## config.mk

```make
export PLATFORM = sky130hd
export DESIGN_NAME = ictr_channel
export DESIGN_NICKNAME = d
export VERILOG_FILES = /design/src/rtl/ictr_pkg.sv /design/src/rtl/ictr_cfg.sv /design/src/rtl/ictr_gate.sv /design/src/rtl/ictr_core.sv /design/src/rtl/ictr_wave.sv /design/src/rtl/ictr_channel.sv
export SDC_FILE = /design/constraint.sdc
export NUM_CORES = 1
export LEC_CHECK = 0
export ABC_CLOCK_PERIOD_IN_PS = 9200
export BUFFER_PORTS_ARGS = -buffer_cell sky130_fd_sc_hd__buf_4
export CORE_UTILIZATION = 30
export DETAILED_ROUTE_END_ITERATION = 10
export GPL_TIMING_DRIVEN = 1
export PLACE_DENSITY = 0.51
export SKIP_LAST_GASP = 1
export SLEW_MARGIN = 20
export SYNTH_ARGS = -nofsm -noshare
export SYNTH_HDL_FRONTEND = slang
export SYNTH_SLANG_ARGS = --single-unit
```

## constraint.sdc

```tcl
create_clock -name clk -period 9.2 [get_ports clk]
set_input_delay 1.84 -clock clk [delete_from_list [all_inputs] [get_ports clk]]
set_output_delay 1.84 -clock clk [all_outputs]
set_load 0.01 [all_outputs]
```

## src/rtl/ictr_pkg.sv

```systemverilog
package ictr_pkg;

    localparam int CNT_W_DEF = 16;

    typedef enum logic [2:0] {
        MODE_TERM     = 3'd0,
        MODE_ONESHOT  = 3'd1,
        MODE_RATE     = 3'd2,
        MODE_SQUARE   = 3'd3,
        MODE_SWSTROBE = 3'd4,
        MODE_HWSTROBE = 3'd5
    } op_mode_e;

    typedef struct packed {
        logic reached;
        logic past;
        logic wrapped;
    } run_flags_t;

    function automatic op_mode_e fold_mode(input logic [2:0] field);
        if (field[2:1] == 2'b11)
            return op_mode_e'({2'b01, field[0]});
        return op_mode_e'(field);
    endfunction

    function automatic logic is_periodic(input op_mode_e m);
        return (m == MODE_RATE) || (m == MODE_SQUARE);
    endfunction

    function automatic logic ignores_gate_level(input op_mode_e m);
        return (m == MODE_ONESHOT) || (m == MODE_HWSTROBE);
    endfunction

    function automatic logic edge_retriggers(input op_mode_e m);
        return (m != MODE_TERM) && (m != MODE_SWSTROBE);
    endfunction

endpackage

```

## src/rtl/ictr_cfg.sv

```systemverilog
module ictr_cfg
    import ictr_pkg::*;
#(
    parameter int CNT_W = CNT_W_DEF
) (
    input  logic             clk,
    input  logic             rst,
    input  logic             load_stb,
    input  logic [2:0]       load_mode,
    input  logic [CNT_W-1:0] load_val,
    output op_mode_e         mode,
    output logic [CNT_W:0]   period,
    output logic [CNT_W:0]   ld_period
);
    localparam logic [CNT_W:0] FULL = {1'b1, {CNT_W{1'b0}}};

    always_comb begin
        if (load_val == '0)
            ld_period = FULL;
        else
            ld_period = {1'b0, load_val};
    end

    always_ff @(posedge clk) begin
        if (rst) begin
            mode   <= MODE_SQUARE;
            period <= FULL;
        end else if (load_stb) begin
            mode   <= fold_mode(load_mode);
            period <= ld_period;
        end
    end
endmodule

```

## src/rtl/ictr_gate.sv

```systemverilog
module ictr_gate
    import ictr_pkg::*;
(
    input  logic     clk,
    input  logic     rst,
    input  logic     tick,
    input  logic     gate,
    input  logic     load_stb,
    input  op_mode_e mode,
    output logic     restart,
    output logic     cnt_en
);
    logic gate_q;

    always_ff @(posedge clk) begin
        if (rst)
            gate_q <= 1'b0;
        else
            gate_q <= gate;
    end

    always_comb begin
        restart = gate && !gate_q && edge_retriggers(mode) && !load_stb;
        cnt_en  = tick && (gate || ignores_gate_level(mode));
    end
endmodule

```

## src/rtl/ictr_core.sv

```systemverilog
module ictr_core
    import ictr_pkg::*;
#(
    parameter int CNT_W = CNT_W_DEF
) (
    input  logic           clk,
    input  logic           rst,
    input  logic           load_stb,
    input  logic           restart,
    input  logic           cnt_en,
    input  op_mode_e       mode,
    input  logic [CNT_W:0] period,
    input  logic [CNT_W:0] ld_period,
    output logic [CNT_W:0] cnt,
    output run_flags_t     flags
);
    localparam logic [CNT_W:0] FULL = {1'b1, {CNT_W{1'b0}}};
    localparam logic [CNT_W:0] ONE  = {{CNT_W{1'b0}}, 1'b1};

    always_ff @(posedge clk) begin
        if (rst) begin
            cnt   <= FULL;
            flags <= '0;
        end else if (load_stb) begin
            cnt   <= ld_period;
            flags <= '0;
        end else if (restart) begin
            cnt   <= period;
            flags <= '0;
        end else if (cnt_en) begin
            if (is_periodic(mode)) begin
                if (cnt == ONE) begin
                    cnt           <= period;
                    flags.wrapped <= 1'b1;
                end else begin
                    cnt <= cnt - ONE;
                end
            end else begin
                cnt <= cnt - ONE;
                if (flags.reached)
                    flags.past <= 1'b1;
                if (cnt == ONE)
                    flags.reached <= 1'b1;
            end
        end
    end

    // no tick, load or restart means the count holds
    a_r11_hold: assert property (@(posedge clk) disable iff (rst)
        (!load_stb && !restart && !cnt_en) |=> $stable(cnt));

    // a zero load leaves the full count
    a_r2_zero_load: assert property (@(posedge clk) disable iff (rst)
        (load_stb && ld_period == FULL) |=> (cnt == FULL));

    // once past terminal count a one-shot stays past until reloaded
    a_r7_past_sticky: assert property (@(posedge clk) disable iff (rst)
        (!is_periodic(mode) && flags.past && !load_stb && !restart) |=> flags.past);

    // a periodic count stays inside 1..period
    a_r5_cnt_range: assert property (@(posedge clk) disable iff (rst)
        is_periodic(mode) |-> (cnt >= ONE && cnt <= period));
endmodule

```

## src/rtl/ictr_wave.sv

```systemverilog
module ictr_wave
    import ictr_pkg::*;
#(
    parameter int CNT_W = CNT_W_DEF
) (
    input  logic             clk,
    input  logic             rst,
    input  logic             cnt_en,
    input  logic             reload,
    input  op_mode_e         mode,
    input  logic [CNT_W:0]   period,
    input  logic [CNT_W:0]   cnt,
    input  run_flags_t       flags,
    output logic [CNT_W-1:0] count_o,
    output logic             out_o
);
    localparam logic [CNT_W:0] ONE = {{CNT_W{1'b0}}, 1'b1};

    logic [CNT_W:0] half;
    logic [CNT_W:0] phase;

    always_comb begin
        half    = (period + ONE) >> 1;
        phase   = period - cnt;
        count_o = cnt[CNT_W-1:0];
        unique case (mode)
            MODE_TERM, MODE_ONESHOT:       out_o = flags.reached;
            MODE_SWSTROBE, MODE_HWSTROBE:  out_o = flags.reached && !flags.past;
            MODE_RATE:                     out_o = flags.wrapped && (cnt == period);
            MODE_SQUARE:                   out_o = phase < half;
            default:                       out_o = 1'b0;
        endcase
    end

    // the rate pulse lasts one counting tick when the period exceeds one
    a_r5_single_pulse: assert property (@(posedge clk) disable iff (rst)
        (mode == MODE_RATE && out_o && period > ONE && cnt_en && !reload) |=> !out_o);
endmodule

```

## src/rtl/ictr_channel.sv

```systemverilog
module ictr_channel
    import ictr_pkg::*;
#(
    parameter int CNT_W = CNT_W_DEF
) (
    input  logic             clk,
    input  logic             rst,
    input  logic             tick,
    input  logic             gate,
    input  logic             load_stb,
    input  logic [2:0]       load_mode,
    input  logic [CNT_W-1:0] load_val,
    output logic [CNT_W-1:0] count_o,
    output logic             out_o
);
    op_mode_e       mode;
    logic [CNT_W:0] period;
    logic [CNT_W:0] ld_period;
    logic [CNT_W:0] cnt;
    run_flags_t     flags;
    logic           restart;
    logic           cnt_en;

    ictr_cfg #(.CNT_W(CNT_W)) u_cfg (
        .clk(clk), .rst(rst), .load_stb(load_stb), .load_mode(load_mode),
        .load_val(load_val), .mode(mode), .period(period), .ld_period(ld_period)
    );

    ictr_gate u_gate (
        .clk(clk), .rst(rst), .tick(tick), .gate(gate), .load_stb(load_stb),
        .mode(mode), .restart(restart), .cnt_en(cnt_en)
    );

    ictr_core #(.CNT_W(CNT_W)) u_core (
        .clk(clk), .rst(rst), .load_stb(load_stb), .restart(restart),
        .cnt_en(cnt_en), .mode(mode), .period(period), .ld_period(ld_period),
        .cnt(cnt), .flags(flags)
    );

    ictr_wave #(.CNT_W(CNT_W)) u_wave (
        .clk(clk), .rst(rst), .cnt_en(cnt_en), .reload(load_stb || restart),
        .mode(mode), .period(period), .cnt(cnt), .flags(flags),
        .count_o(count_o), .out_o(out_o)
    );

    // a load wins over a same-cycle gate restart
    a_r12_load_first: assert property (@(posedge clk) disable iff (rst)
        load_stb |-> !restart);
endmodule

```

==> impl_metrics.py <==
metrics = {
    "clocking": {
        "htreeDepth": 2,
        "clk_pin_slew_ns": 0.06,
        "clk_latency_ns": 0.29,
        "numClockSinks": 41,
        "cts_tree": "built",
        "hold_buffers": 0,
        "cts_setup_buffers": 0,
        "cts_root_buffer": "clkbuf_16",
        "cts_made_buffers": 5,
        "cts_resized": 0,
        "clock_path_buffers": 2,
    },
    "sta": {
        "fin_skew_ns": 0.00943,
        "worst_pin_slew_ns": 1.03,
        "hold_viol": 0,
        "rsz0062_at_grt": "false",
        "finalMaxSlewViolations": 0,
        "setup_tns_ns": 0,
        "fin_crit_sh": 0.631,
        "fin_crit_ns": 5.80,
        "clock.fmax_mhz": 172,
        "max_slew_margin": 0.310,
        "postLayoutSetupSlackWorst_ns": 3.40,
        "setup_viol": 0,
    },
    "global_routing": {
        "antenna_found_initial": 0,
        "grtUsageTotal": 0.172,
        "grt_overflow_total": 0,
        "grt_pass1_vias": 3270,
        "grt_max_degree": 40,
        "grt_pass1_wl_um": 17100,
    },
    "drt": {
        "drtPass1Iterations": 7,
        "via_per_inst": 5.43,
        "drc": 1,
        "vias": 3424,
        "drt-initial-drc-count": 170,
        "wl_per_cell_um": 16.6,
        "finalWirelength_um": 10500,
        "drtAntennaViolNets": 0,
    },
    "setup_path": {
        "critPathKind": "reg -> out",
        "rr_startpoint": "u_core.cnt[1]$_SDFFE_PP0P_",
        "start_kind": "register",
        "critPathSlowestCell": "dfxtp_1",
        "crit_arrival_ns": 3.96,
        "required_ns": 7.36,
        "cp_cell_sequence": "ha_1, inv_1, fa_1, a21o_1, a21oi_1, o211a_1, o21bai_1, mux2i_1, a211oi_1, ha_1, a2111oi_0, nand3_1, o22ai_1, a41o_1, buf_4",
        "crit_buf_inv": 2,
        "rrSetupSlack_ns": 6.58,
        "endpoint_kind": "output port",
        "startpoint": "u_core.cnt[0]$_SDFFE_PP0P_",
        "slowest_delay_ns": 0.46,
        "cp_common_cell": "ha_1",
        "cp_top_family": "compound AO/OA/AOI/OAI gates",
        "path_max_fanout": 7,
    },
    "floorplanning": {
        "die_width_um": 112,
        "start_util": 0.313,
        "die-area_mm2": 0.0126,
        "core.rowCount": 39,
        "core_area_mm2": 0.0116,
        "io_pins": 41,
        "die_h_um": 112,
    },
    "power": {
        "powerDensity_mw_per_mm2": 163,
        "p_sw_uw": 251,
        "switching_share": 0.377,
        "seq_power_share": 0.320,
        "p_comb_frac": 0.419,
        "intPower_uw": 415,
        "ir_worst_vdd_mv": 0.126,
        "power_frac_clock": 0.260,
        "power.leakage_uw": 0.00169,
    },
    "cells_and_area": {
        "final_nets": 546,
        "drive_gt1_frac": 0.115,
        "num_antenna_cells": 0,
        "area_growth_pct": 12.1,
        "fillers": 1269,
    },
    "yosys": {
        "yosys_warnings": 0,
        "syn_area_mm2": 0.00364,
        "syn_inst": 471,
        "synth_top_area_frac": 0.226,
        "synth-seq-cells": 41,
        "async_flop_share": 0,
        "syn_avg_cell_area_um2": 7.72,
        "synth.distinct_cells": 57,
        "synth_edf_count": 0,
        "synth_largest_area_cell": "dfxtp_1",
        "yosysSeqAreaShare": 0.226,
        "synthTopCellsByArea": "dfxtp_1, ha_1, nand2_1, nor2_1, a21oi_1",
        "synthesis.nets": 530,
        "synth_top_flop_cell": "dfxtp_1",
    },
    "status": {
        "outcome": "finished, violations left",
        "failed_checks": "design-rule violations",
    },
    "run": {
        "drv_cap": 0,
    },
    "placed_design": {
        "port_buffers": 40,
        "dp.final_hpwl_um": 8260,
        "dp_slack_ns": 3.69,
        "gp_congestion": 0.860,
    },
    "hold_path": {
        "hp-class": "reg -> reg",
        "worstHoldStart": "u_core.flags[1]$_SDFFE_PP0P_",
    },
}
## power by group through the flow
| stage | clock network (uW) | logic (uW) | registers (uW) |
|---|---|---|---|
| 6_report | 173 | 279 | 213 |
| 5_1_grt | 183 | 315 | 215 |
| 4_1_cts | 177 | 280 | 213 |
| 3_5_place_dp | 0 | 278 | 217 |
| 3_3_place_gp | 0 | 274 | 217 |
| 2_1_floorplan | 0 | 213 | 210 |
## stage by stage
step / hold slack (ns) / instances / utilization / instance area [um^2] / total power [uW]
2_1_floorplan: 0.480 / 471 / - / 3640 / 422
3_3_place_gp: 0.512 / 623 / 0.339 / 3940 / 491
3_5_place_dp: 0.510 / 623 / 0.339 / 3940 / 495
4_1_cts: 0.524 / 631 / 0.351 / 4080 / 670
5_1_grt: 0.582 / 631 / 0.351 / 4080 / 713
6_report: 0.524 / 631 / 0.351 / 4080 / 665
## cells in the final DEF (no fill, tap or decap), types with 3 or more instances in the layout
cell type   n
nor2_1     44
or4_1       3
a311oi_1    9
and2_1      7
o21ai_0    12
nand2b_1    7
mux2i_1    10
nand4_1    11
nor4_1      7
a211oi_1    3
a21oi_1    32
nand3_1    18
nand2_1    48
buf_4      41
o21a_1      5
and3_1      5
dfxtp_1    41
a31oi_1     9
ha_1       34
o32ai_1     4
and4_1      4
xnor2_1    16
nor3_1      9
xor2_1     18
o211ai_1    4
nor2b_1    12
clkbuf_16   5
a21o_1      5
inv_1      27
o21bai_1    3
## cell families (layout without fill, tap and decap cells)
kind of cell	count (synthesis)	after routing	synth area share
AO/OA/AOI/OAI	109	109	0.205
adder cells (fa/ha/maj)	35	35	0.123
flip-flops	41	41	0.226
AND/OR/NAND/NOR	182	182	0.255
buffers and inverters	59	76	0.0785
XOR/XNOR	34	34	0.0819
multiplexers	11	11	0.0306
## sequential cells by signal, summed over array words and instances, names as in the netlist
register       flops
u_cfg.mode         3
u_cfg.period      17
u_core.cnt        17
u_core.flags       3
u_gate.gate_q      1
## final timing paths
kind                                  endpoint  cells after the start
setup / recovery                         out_o                     15
hold / removal    u_core.flags[1]$_SDFFE_PP0P_                      2
setup reg to reg    u_core.cnt[5]$_SDFFE_PP0P_                      7
hold reg to reg   u_core.flags[1]$_SDFFE_PP0P_                      2
## worst min-delay path: cells and delay by family, from the launching register on
kind | cells | cell delay (ns)
compound gates | 1 | 0.12
simple gates | 1 | 0.05
flops | 1 | 0.31
## routing by layer
metal  vias up  GRT usage  wire, um
met5         -          0         0
met4         0     0.0498       118
met3         8     0.0194       319
met2        78      0.277      4860
met1      1613      0.241      5180
li1       1725          -         -
## area by class of cell
type / instances / area (um^2) / share of cell area
clock buffers: 6 / 129 / 0.0316
well taps: 143 / 179 / 0.0439
clock inverters: 2 / 10.0 / 0.00245
inverters: 27 / 101 / 0.0249
multi-input cells: 371 / 2530 / 0.620
repair buffers: 41 / 308 / 0.0755
flip-flops and latches: 41 / 821 / 0.201
## cells in the mapped netlist, drive strengths merged, types with 10 or more instances
master  instances
nand3          18
dfxtp          41
buf            21
nor4           10
o21ai          13
ha             34
inv            27
a31oi          10
nor2b          12
a21oi          32
nand2          49
xnor2          16
nor2           44
xor2           18
clkbuf         11
mux2i          10
nand4          11
Note: power is estimated with default switching activity, not from simulation.
